`config.mk`:
```
export PLATFORM = sky130hd
export DESIGN_NAME = flash_wipe_engine
export DESIGN_NICKNAME = d
export VERILOG_FILES = /design/src/rtl/wipe_pkg.sv /design/src/rtl/wipe_ctrl.sv /design/src/rtl/wipe_dpath.sv /design/src/rtl/flash_wipe_engine.sv
export SDC_FILE = /design/constraint.sdc
export NUM_CORES = 1
export LEC_CHECK = 0
export ABC_AREA = 1
export BUFFER_PORTS_ARGS = -buffer_cell sky130_fd_sc_hd__buf_4
export CORE_MARGIN = 2
export CORE_UTILIZATION = 48
export CTS_CLUSTER_DIAMETER = 40
export DETAILED_ROUTE_END_ITERATION = 6
export PLACE_DENSITY = 0.74
export SLEW_MARGIN = 10
export SYNTH_ARGS = -nofsm -noshare
export SYNTH_HDL_FRONTEND = slang
export SYNTH_HIERARCHICAL = 1
export SYNTH_SLANG_ARGS = --single-unit
```
`constraint.sdc`:
```
create_clock -name clk -period 1.77 [get_ports clk]
set_clock_uncertainty 0.1 [all_clocks]
set_input_delay 0.354 -clock clk [delete_from_list [all_inputs] [get_ports clk]]
set_output_delay 0.354 -clock clk [all_outputs]
set_load 0.01 [all_outputs]
```
`src/rtl/wipe_pkg.sv`:
```
`timescale 1ns/1ps
package wipe_pkg;

  typedef enum logic [3:0] {
    ST_IDLE       = 4'd0,
    ST_PAGE_SEL   = 4'd1,
    ST_ERASE      = 4'd2,
    ST_ERASE_WAIT = 4'd3,
    ST_WORD_SEL   = 4'd4,
    ST_PROGRAM    = 4'd5,
    ST_PROG_WAIT  = 4'd6,
    ST_RD_VERIFY  = 4'd7,
    ST_DISABLED   = 4'd8,
    ST_INVALID    = 4'd9
  } wipeState_e;

  typedef enum logic [1:0] {
    OP_READ  = 2'd0,
    OP_PROG  = 2'd1,
    OP_ERASE = 2'd2
  } flashOp_e;

  // control-to-datapath strobes
  typedef struct packed {
    logic pageClr;
    logic pageInc;
    logic wordClr;
    logic wordInc;
    logic beatClr;
    logic fillLoad;
    logic progEn;
    logic readEn;
  } wipeStrb_t;

endpackage

```
`src/rtl/wipe_ctrl.sv`:
```
`timescale 1ns/1ps
module wipe_ctrl
  import wipe_pkg::*;
(
  input  logic       clk,
  input  logic       rstN,
  input  logic       wipeReq,
  input  logic       halt,
  input  logic       opDone,
  input  logic       wReady,
  input  logic       pageBelow,
  input  logic       wordBelow,
  input  logic       beatLast,
  output wipeStrb_t  strb,
  output wipeState_e state,
  output logic       opStart,
  output flashOp_e   opType,
  output logic       wValid,
  output logic       rReady,
  output logic       wipeDone,
  output logic       fsmErr
);

  wipeState_e nextState;
  logic       startQ;
  logic       doneQ;

  always_comb begin
    nextState = state;
    strb      = '0;
    case (state)
      ST_IDLE: begin
        if (halt) nextState = ST_DISABLED;
        else if (wipeReq) begin
          nextState    = ST_PAGE_SEL;
          strb.pageClr = 1'b1;
        end
      end
      ST_PAGE_SEL: begin
        if (halt) nextState = ST_DISABLED;
        else if (pageBelow) nextState = ST_ERASE;
        else nextState = ST_IDLE;
      end
      ST_ERASE: nextState = ST_ERASE_WAIT;
      ST_ERASE_WAIT: begin
        if (opDone) begin
          nextState    = ST_WORD_SEL;
          strb.wordClr = 1'b1;
        end
      end
      ST_WORD_SEL: begin
        if (halt) nextState = ST_DISABLED;
        else if (wordBelow) begin
          nextState     = ST_PROGRAM;
          strb.fillLoad = 1'b1;
          strb.beatClr  = 1'b1;
        end else begin
          nextState    = ST_PAGE_SEL;
          strb.pageInc = 1'b1;
        end
      end
      ST_PROGRAM: begin
        strb.progEn = 1'b1;
        if (beatLast && wReady) nextState = ST_PROG_WAIT;
      end
      ST_PROG_WAIT: begin
        if (opDone) begin
          nextState    = ST_RD_VERIFY;
          strb.beatClr = 1'b1;
        end
      end
      ST_RD_VERIFY: begin
        strb.readEn = 1'b1;
        if (beatLast && opDone) begin
          nextState    = ST_WORD_SEL;
          strb.wordInc = 1'b1;
        end
      end
      ST_DISABLED: nextState = ST_DISABLED;
      default:     nextState = ST_INVALID;
    endcase
  end

  always_ff @(posedge clk or negedge rstN) begin
    if (!rstN) begin
      state  <= ST_IDLE;
      startQ <= 1'b0;
      doneQ  <= 1'b0;
    end else begin
      state  <= nextState;
      startQ <= (state == ST_WORD_SEL && nextState == ST_PROGRAM) ||
                (state == ST_PROG_WAIT && nextState == ST_RD_VERIFY);
      doneQ  <= (state == ST_PAGE_SEL) && (nextState == ST_IDLE);
    end
  end

  always_comb begin
    case (state)
      ST_ERASE:                 opType = OP_ERASE;
      ST_PROGRAM, ST_PROG_WAIT: opType = OP_PROG;
      default:                  opType = OP_READ;
    endcase
  end

  assign opStart  = (state == ST_ERASE) || startQ;
  assign wValid   = (state == ST_PROGRAM);
  assign rReady   = (state == ST_RD_VERIFY);
  assign wipeDone = doneQ;
  assign fsmErr   = (state == ST_INVALID);

endmodule

```
`src/rtl/wipe_dpath.sv`:
```
`timescale 1ns/1ps
module wipe_dpath
  import wipe_pkg::*;
#(
  parameter int PAGES  = 8,
  parameter int WORDS  = 4,
  parameter int BEATS  = 4,
  parameter int DATA_W = 16
) (
  input  logic                               clk,
  input  logic                               rstN,
  input  wipeStrb_t                          strb,
  input  logic [$clog2(PAGES+1)-1:0]         endPage,
  input  logic [BEATS*DATA_W-1:0]            fillData,
  input  logic                               wReady,
  input  logic                               rValid,
  input  logic [DATA_W-1:0]                  rData,
  output logic                               pageBelow,
  output logic                               wordBelow,
  output logic                               beatLast,
  output logic [$clog2(PAGES)-1:0]           pageIdx,
  output logic [$clog2(WORDS)-1:0]           wordIdx,
  output logic [DATA_W-1:0]                  wData,
  output logic                               verifyErr
);

  localparam int PAGE_W  = $clog2(PAGES+1);
  localparam int PG_AW   = $clog2(PAGES);
  localparam int WCNT_W  = $clog2(WORDS+1);
  localparam int WORD_AW = $clog2(WORDS);
  localparam int BEAT_W  = (BEATS > 1) ? $clog2(BEATS) : 1;
  localparam int FILL_W  = BEATS*DATA_W;

  logic [PAGE_W-1:0] pageCnt;
  logic [WCNT_W-1:0] wordCnt;
  logic [BEAT_W-1:0] beatCnt;
  logic [FILL_W-1:0] fillQ;
  logic [DATA_W-1:0] fillBeat [BEATS];
  logic              errQ;
  logic              beatStep;

  for (genvar b = 0; b < BEATS; b++) begin : g_beat
    assign fillBeat[b] = fillQ[b*DATA_W +: DATA_W];
  end

  assign beatLast  = (beatCnt == BEAT_W'(BEATS-1));
  assign pageBelow = (pageCnt < endPage);
  assign wordBelow = (wordCnt < WCNT_W'(WORDS));
  assign pageIdx   = pageCnt[PG_AW-1:0];
  assign wordIdx   = wordCnt[WORD_AW-1:0];
  assign wData     = fillBeat[beatCnt];
  assign verifyErr = errQ;
  assign beatStep  = (strb.progEn && wReady) || (strb.readEn && rValid);

  always_ff @(posedge clk or negedge rstN) begin
    if (!rstN) begin
      pageCnt <= '0;
      wordCnt <= '0;
      beatCnt <= '0;
      fillQ   <= '0;
      errQ    <= 1'b0;
    end else begin
      if (strb.pageClr)      pageCnt <= '0;
      else if (strb.pageInc) pageCnt <= pageCnt + 1'b1;

      if (strb.wordClr)      wordCnt <= '0;
      else if (strb.wordInc) wordCnt <= wordCnt + 1'b1;

      if (strb.beatClr)      beatCnt <= '0;
      else if (beatStep)     beatCnt <= beatLast ? '0 : beatCnt + 1'b1;

      if (strb.fillLoad)     fillQ <= fillData;

      if (strb.readEn && rValid && (rData != fillBeat[beatCnt])) errQ <= 1'b1;
    end
  end

endmodule

```
`src/rtl/flash_wipe_engine.sv`:
```
`timescale 1ns/1ps
module flash_wipe_engine
  import wipe_pkg::*;
#(
  parameter int PAGES  = 8,
  parameter int WORDS  = 4,
  parameter int BEATS  = 4,
  parameter int DATA_W = 16,
  localparam int PAGE_W  = $clog2(PAGES+1),
  localparam int ADDR_W  = $clog2(PAGES) + $clog2(WORDS),
  localparam int OPW_W   = $clog2(BEATS+1)
) (
  input  logic                    clk,
  input  logic                    rstN,
  input  logic                    wipeReq,
  input  logic [PAGE_W-1:0]       endPage,
  input  logic [BEATS*DATA_W-1:0] fillData,
  input  logic                    halt,
  output logic                    opStart,
  output logic [1:0]              opType,
  output logic [ADDR_W-1:0]       opAddr,
  output logic [OPW_W-1:0]        opWords,
  output logic                    wValid,
  output logic [DATA_W-1:0]       wData,
  input  logic                    wReady,
  input  logic                    rValid,
  input  logic [DATA_W-1:0]       rData,
  output logic                    rReady,
  input  logic                    opDone,
  output logic                    wipeDone,
  output logic                    verifyErr,
  output logic                    fsmErr
);

  wipeStrb_t                  strb;
  wipeState_e                 curState;
  flashOp_e                   opKind;
  logic                       pageBelow;
  logic                       wordBelow;
  logic                       beatLast;
  logic [$clog2(PAGES)-1:0]   pageIdx;
  logic [$clog2(WORDS)-1:0]   wordIdx;

  wipe_ctrl uCtrl (
    .clk       (clk),
    .rstN      (rstN),
    .wipeReq   (wipeReq),
    .halt      (halt),
    .opDone    (opDone),
    .wReady    (wReady),
    .pageBelow (pageBelow),
    .wordBelow (wordBelow),
    .beatLast  (beatLast),
    .strb      (strb),
    .state     (curState),
    .opStart   (opStart),
    .opType    (opKind),
    .wValid    (wValid),
    .rReady    (rReady),
    .wipeDone  (wipeDone),
    .fsmErr    (fsmErr)
  );

  wipe_dpath #(
    .PAGES  (PAGES),
    .WORDS  (WORDS),
    .BEATS  (BEATS),
    .DATA_W (DATA_W)
  ) uDpath (
    .clk       (clk),
    .rstN      (rstN),
    .strb      (strb),
    .endPage   (endPage),
    .fillData  (fillData),
    .wReady    (wReady),
    .rValid    (rValid),
    .rData     (rData),
    .pageBelow (pageBelow),
    .wordBelow (wordBelow),
    .beatLast  (beatLast),
    .pageIdx   (pageIdx),
    .wordIdx   (wordIdx),
    .wData     (wData),
    .verifyErr (verifyErr)
  );

  assign opType  = opKind;
  assign opAddr  = {pageIdx, (opKind == OP_ERASE) ? '0 : wordIdx};
  assign opWords = OPW_W'(BEATS);

endmodule

```
# Word level (Yosys, flattened, before mapping)
# Index checks and enable logic that the tools add are counted.
[word_totals] out_inout_bits=32 reg_bits=80 inputBits=91 latchBits=0 mem_bits_rw=0 mem_bits_ro=0 mem_count=0 word_cells=85
[classes] multipliers=0 div_mod_pow=0 eq_ne=14 n_mux=39 n_addsub=3 n_reduce_logical=17 bitwise=1 n_shift=0 order_cmp=3
[op_table] op="two-way mux 4 bit" count=10
[op_table] op="one-hot mux 4 bit (9 select lines)" count=1
[op_table] op="binary-select mux 16 bit (select 2 bit)" count=1
[op_table] op="two-way mux 16 bit" count=2
[op_table] op="equality test 4 x 3 -> 1 bit, second input constant" count=6
[op_table] op="!= test 16 bit" count=1
[op_table] op="two-way mux 2 bit" count=7
[op_table] op="two-way mux 1 bit" count=13
[op_table] op="two-way mux 3 bit" count=3
[op_table] op="equality test 4 x 2 -> 1 bit, second input constant" count=2
[op_table] op="equality test 4 bit, second input constant" count=2
[op_table] op="logical AND 1 bit" count=8
[op_table] op="logical NOT 4 bit" count=2
[op_table] op="nonzero test 2 bit" count=3
[op_table] op="adder 4 x 1 -> 4 bit, second input constant" count=1
[op_table] op="equality test 2 bit, second input constant" count=2
[op_table] op="equality test 4 x 1 -> 1 bit, second input constant" count=1
[op_table] op="< comparator 4 bit" count=1
[op_table] op="one-hot mux 2 bit (2 select lines)" count=1
[op_table] op="adder 3 x 1 -> 3 bit, second input constant" count=1
[op_table] op=">= comparator 3 bit, second input constant" count=1
[op_table] op="logical OR 1 bit" count=3
[op_table] op="< comparator 3 bit, second input constant" count=1
[op_table] op="NOT 2 -> 3 bit" count=1
[op_table] op="3 further kinds" count=3

# Logic depth before layout (Yosys ltp)
[logic_depth] word_depth=7 mapped_depth=15 depth_no_buf=13

# Hierarchy
# Netlist, hierarchy kept.
[modules_own_cells] mod="wipe_dpath" cells_per_inst=409 seq_area_each_um2=1851.8 n_inst=1 area_per_inst_um2=3920.0
[modules_own_cells] mod="wipe_ctrl" cells_per_inst=75 seq_area_each_um2=150.1 n_inst=1 area_per_inst_um2=465.4
[modules_own_cells] mod="flash_wipe_engine" cells_per_inst=10 seq_area_each_um2=0.0 n_inst=1 area_per_inst_um2=51.3

# Worst setup path before layout
# No wires, ideal clock.
[synth_timing] path_type="reg-to-reg" start="reg uCtrl.state[0]" end="reg uDpath.fillQ[0]" setup_slack_ns=-0.166 period_less_slack_ns=1.936 t_arrival_ns=1.711 required_ns=1.545 setup_ns=0.125 path_stages_with_launch=9 path_buffers=2 cell_sequence="dfrtp_1 > inv_1 > nand2_2 > inv_1 > nand4_1 > inv_1 > clkbuf_1 > buf_2 > mux2_2"
[synth_lines] item="from (decl)" line="wipe_ctrl.sv:15" text="output wipeState_e state,"
[synth_lines] item="from (signal assigned)" line="wipe_ctrl.sv:90" text="state <= nextState;"
[synth_lines] item="to (signal assigned)" line="wipe_dpath.sv:72" text="if (strb.fillLoad) fillQ <= fillData;"
[synth_lines] item="to (decl)" line="wipe_dpath.sv:37" text="logic [FILL_W-1:0] fillQ;"

# Final worst setup path
[layout_timing] start="reg uDpath.beatCnt[0]" end="out wData[14]"
[layout_between] elab_chain_len=4
[layout_lines] item="from (decl)" line="wipe_dpath.sv:36" text="logic [BEAT_W-1:0] beatCnt;"
[layout_lines] item="from (signal assigned)" line="wipe_dpath.sv:70" text="else if (beatStep) beatCnt <= beatLast ? '0 : beatCnt + 1'b1;"
[layout_lines] item="NOT 2 -> 3 bit (not written as such)" line="wipe_dpath.sv:51" text="assign wData = fillBeat[beatCnt];"
[layout_lines] item="binary-select mux 16 bit (select 2 bit)" line="wipe_dpath.sv:51"
[layout_lines] item="two-way mux 16 bit (not written as such) (2 in a row)" line="wipe_dpath.sv:51"
[layout_lines] item="to (decl)" line="flash_wipe_engine.sv:24" text="output logic [DATA_W-1:0] wData,"
# Every way passes these cells. The select of a mux whose other input is x is not followed.

==> flow_summary.json <==
{
  "finalCoreUtilization": 0.782,
  "crit_fanout": 11,
  "synth.largest_area_cell": "sky130_fd_sc_hd__dfrtp_1",
  "globalRoute.totalOverflow": 0,
  "dominant_combinational_cell_family_by_area_after_synthesis": "simple AND/OR/NAND/NOR gates",
  "r2r-start": "uDpath/beatCnt[0]$_DFFE_PN0P_",
  "cp_data_arrival_time_ns": 1.63,
  "cts_tree": "built",
  "hold_path.class": "primary input to flip-flop",
  "floorplan.io_pins": 123,
  "p_leak_nw": 3.81,
  "yosys.area_share.adder": 0.0169,
  "finalNetCount": 768,
  "total_non_filler_cell_area_in_the_finished_layout_mm2": 0.00712,
  "synth-seq-cells": 80,
  "power_per_standard_cell_area_mw_per_mm2": 522,
  "outcome": "finished, violations left",
  "setup-tns-final_ns": -10.20,
  "ctsLongestPathBuffers": 2,
  "area_growth_syn_to_layout_pct": 60.5,
  "antennaDiodeCount": 0,
  "critPathRequiredTime_ns": 1.32,
  "max_slew_violations": 0,
  "grt_max_degree": 31,
  "ys_seq_area_frac": 0.451,
  "synth_compound_gate_area_share": 0.0180,
  "root_buffer": "sky130_fd_sc_hd__clkbuf_8",
  "cts_num_sinks": 80,
  "die-area_mm2": 0.0100,
  "postSynthAreaPerCell_um2": 8.98,
  "path_class": "flip-flop to output port",
  "grt_pass1_wl_um": 19900,
  "cts-htree-levels": 3,
  "dpl-instance-area_mm2": 0.00548,
  "wl_per_cell_um": 19.7,
  "synthMuxAreaShare": 0.162,
  "clk_pin_slew_ns": 0.08,
  "grt_pass1_vias": 4107,
  "seq_power_share": 0.491,
  "start_kind": "flip-flop",
  "final_min_period_over_clock_period": 1.18,
  "clock_buffers_created_by_tritoncts": 9,
  "drcViolationCount": 0,
  "synth-warning-count": 6,
  "irDropWorstVdd_mv": 0.393,
  "regToRegEndpoint": "uDpath/verifyErr$_DFFE_PN0P_",
  "first_pass_iters": 5,
  "port_buffers": 119,
  "initial_core_utilization": 0.487,
  "number_of_instances_on_the_worst_hold_path": 2,
  "total_routing_usage_gr": 0.258,
  "syn-cell-area_mm2": 0.00444,
  "timing.final.setup_violations": 88,
  "synth.top_cell.area_share": 0.451,
  "xor_and_xnor_area_share_after_synthesis": 0.00395,
  "fp-row-count": 35,
  "worstSkewPairLatency_ns": 0.35,
  "detailedRoute.firstIterationViolations": 261,
  "critical_path_sink_type": "output port",
  "achievable-frequency_ghz": 0.479,
  "drt-vias-per-instance": 5.45,
  "reg2reg_setup_slack_ns": -0.30,
  "post_route_cells_drive_above_1_share": 0.609,
  "num_vias": 4282,
  "layout.cells.non_filler": 786,
  "hp-start": "fillData[44]",
  "routed_wire_length_um": 15400,
  "yosysUniqueCellTypes": 29,
  "timing.reg2reg.worst_path_depth": 14,
  "holdPathEnd": "uDpath/fillQ[44]$_DFFE_PN0P_",
  "setup_ws_ns": -0.316,
  "grt_setup_unrepaired": "true",
  "power.share.switching": 0.214,
  "clock_power_share": 0.434,
  "place_inst": 720,
  "synth_top_cells_by_area": "sky130_fd_sc_hd__dfrtp_1 45%, sky130_fd_sc_hd__mux2_2 16%, sky130_fd_sc_hd__nand2_1 12%, sky130_fd_sc_hd__nand3_1 4.2%, sky130_fd_sc_hd__inv_1 4.1%",
  "post_synthesis_share_of_cell_area_spent_on_and_or_nand_and_nor_gates": 0.250,
  "failing_checks": "setup timing",
  "cell_internal_pwr_mw": 2.92,
  "cell_count_after_synthesis": 494,
  "switchingPower_uw": 797,
  "antenna_violating_nets_remaining": 0,
  "hpwlAfterDp_um": 8240,
  "vert_die_dim_um": 100,
  "antenna_found_initial": 0,
  "chipWidth_um": 100,
  "comb_power_share": 0.075,
  "p_total_mw": 3.72,
  "finalWeightedCongestion": 0.897,
  "cap_violations": 0,
  "core_region_area_mm2": 0.00911,
  "hold_viol": 0,
  "min_period_ns": 2.09
}
[routing by layer]
metal | track usage | wire [um] | up-vias
met5 | 0 | 0 | -
met2 | 0.446 | 8090 | 196
met1 | 0.324 | 6090 | 2116
li1 | - | - | 1931
met3 | 0.0404 | 860 | 39
met4 | 0.101 | 405 | 0
[per-stage QoR]
stage | setup slack, ns | hold slack [ns]
after floorplan | -0.0479 | -0.0416
after detailed placement | -0.0251 | 0.209
final | -0.316 | 0.125
after global routing | -0.365 | 0.111
after global placement | 0.0406 | 0.200
after CTS | -0.188 | 0.114
[power groups by stage]
stage	clock network [mW]	logic, mW	registers, mW
2_1_floorplan	0	0.0441	1.86
3_3_place_gp	0	0.255	1.86
3_5_place_dp	0	0.259	1.86
4_1_cts	1.63	0.263	1.83
5_1_grt	1.73	0.302	1.83
6_report	1.61	0.278	1.83
[synth_stat cells, drive strengths merged]
master and count:
a211oi 1, nand4 3, conb 2, o21ai 6
buf 26, ha 6, a21oi 7, inv 52
nand3b 15, dfrtp 80, nand3 44, nor3 4
nor2 28, or2 1, mux2 64, nand2 151
a21o 1, clkbuf 1, xnor2 2
[critical path: stages (launching register included)]
cell,delay [ns]
sky130_fd_sc_hd__dfrtp_2,0.48
sky130_fd_sc_hd__buf_4,0.16
sky130_fd_sc_hd__buf_6,0.14
sky130_fd_sc_hd__nand2_1,0.10
sky130_fd_sc_hd__nand3_2,0.11
sky130_fd_sc_hd__nand2_2,0.11
sky130_fd_sc_hd__inv_2,0.04
sky130_fd_sc_hd__buf_4,0.14
[worst max-delay path by stage]
stage / from / end / cells past startpoint
2_1_floorplan: uCtrl/state[0]$_DFF_PN0_ / uDpath/fillQ[0]$_DFFE_PN0P_ / 8
3_3_place_gp: uDpath/beatCnt[0]$_DFFE_PN0P_ / uDpath/verifyErr$_DFFE_PN0P_ / 12
3_5_place_dp: uDpath/beatCnt[0]$_DFFE_PN0P_ / uDpath/verifyErr$_DFFE_PN0P_ / 12
4_1_cts: uCtrl/state[3]$_DFF_PN0_ / opType[0] / 7
5_1_grt: uDpath/beatCnt[0]$_DFFE_PN0P_ / uDpath/verifyErr$_DFFE_PN0P_ / 17
6_report: uDpath/beatCnt[0]$_DFFE_PN0P_ / wData[14] / 7
[sequential cells by signal, summed over array words and instances, names as in the netlist]
signal / cells
uDpath/fillQ: 64
uCtrl/state: 4
uDpath/pageCnt: 4
uDpath/wordCnt: 3
uDpath/beatCnt: 2
uCtrl/startQ: 1
uCtrl/wipeDone: 1
uDpath/verifyErr: 1
[layout make-up]
class,instances,area (um^2)
multi-input cells,336,2740
clock buffers,10,128
repair buffers,187,1700
fillers,538,1990
well taps,111,139
flip-flops and latches,80,2000
repair inverters,5,68.8
inverters,52,231
clock inverters,5,106
[timing repair]
action	in CTS	in global routing
resized for setup	95	174
pin swaps	15	39
endpoints found under the setup margin	25	97
hold endpoints to repair	25	0
setup buffers	25	18
hold buffers	1	0
gates cloned	4	8
[cell families (layout without fill, tap and decap cells)]
logic type,after synthesis,count (layout)
flops,80,80
compound gates,15,15
mux,64,64
xor+xnor,2,2
simple gates,246,246
other cells,2,3
buf+inv,79,259
fa+ha+maj,6,6
[placed cells by master (no fill, tap or decap), types with 3 or more instances in the layout]
cell	count
sky130_fd_sc_hd__nand2_2	50
sky130_fd_sc_hd__nand4_1	3
sky130_fd_sc_hd__clkbuf_8	9
sky130_fd_sc_hd__a21oi_1	4
sky130_fd_sc_hd__nand3_4	5
sky130_fd_sc_hd__a21oi_2	3
sky130_fd_sc_hd__inv_1	32
sky130_fd_sc_hd__buf_12	8
sky130_fd_sc_hd__dfrtp_1	78
sky130_fd_sc_hd__buf_4	149
sky130_fd_sc_hd__nand2_4	15
sky130_fd_sc_hd__nor2_2	6
sky130_fd_sc_hd__mux2_4	64
sky130_fd_sc_hd__inv_2	15
sky130_fd_sc_hd__conb_1	3
sky130_fd_sc_hd__buf_8	5
sky130_fd_sc_hd__clkbuf_16	5
sky130_fd_sc_hd__ha_1	5
sky130_fd_sc_hd__o21ai_0	4
sky130_fd_sc_hd__nor2_1	18
sky130_fd_sc_hd__nand3b_1	15
sky130_fd_sc_hd__nand3_2	31
sky130_fd_sc_hd__bufinv_16	3
sky130_fd_sc_hd__nand3_1	8
sky130_fd_sc_hd__inv_8	3
sky130_fd_sc_hd__nand2_1	86
sky130_fd_sc_hd__buf_6	19
sky130_fd_sc_hd__nor2_4	4
No activity file was read; power rests on OpenSTA's default activity.
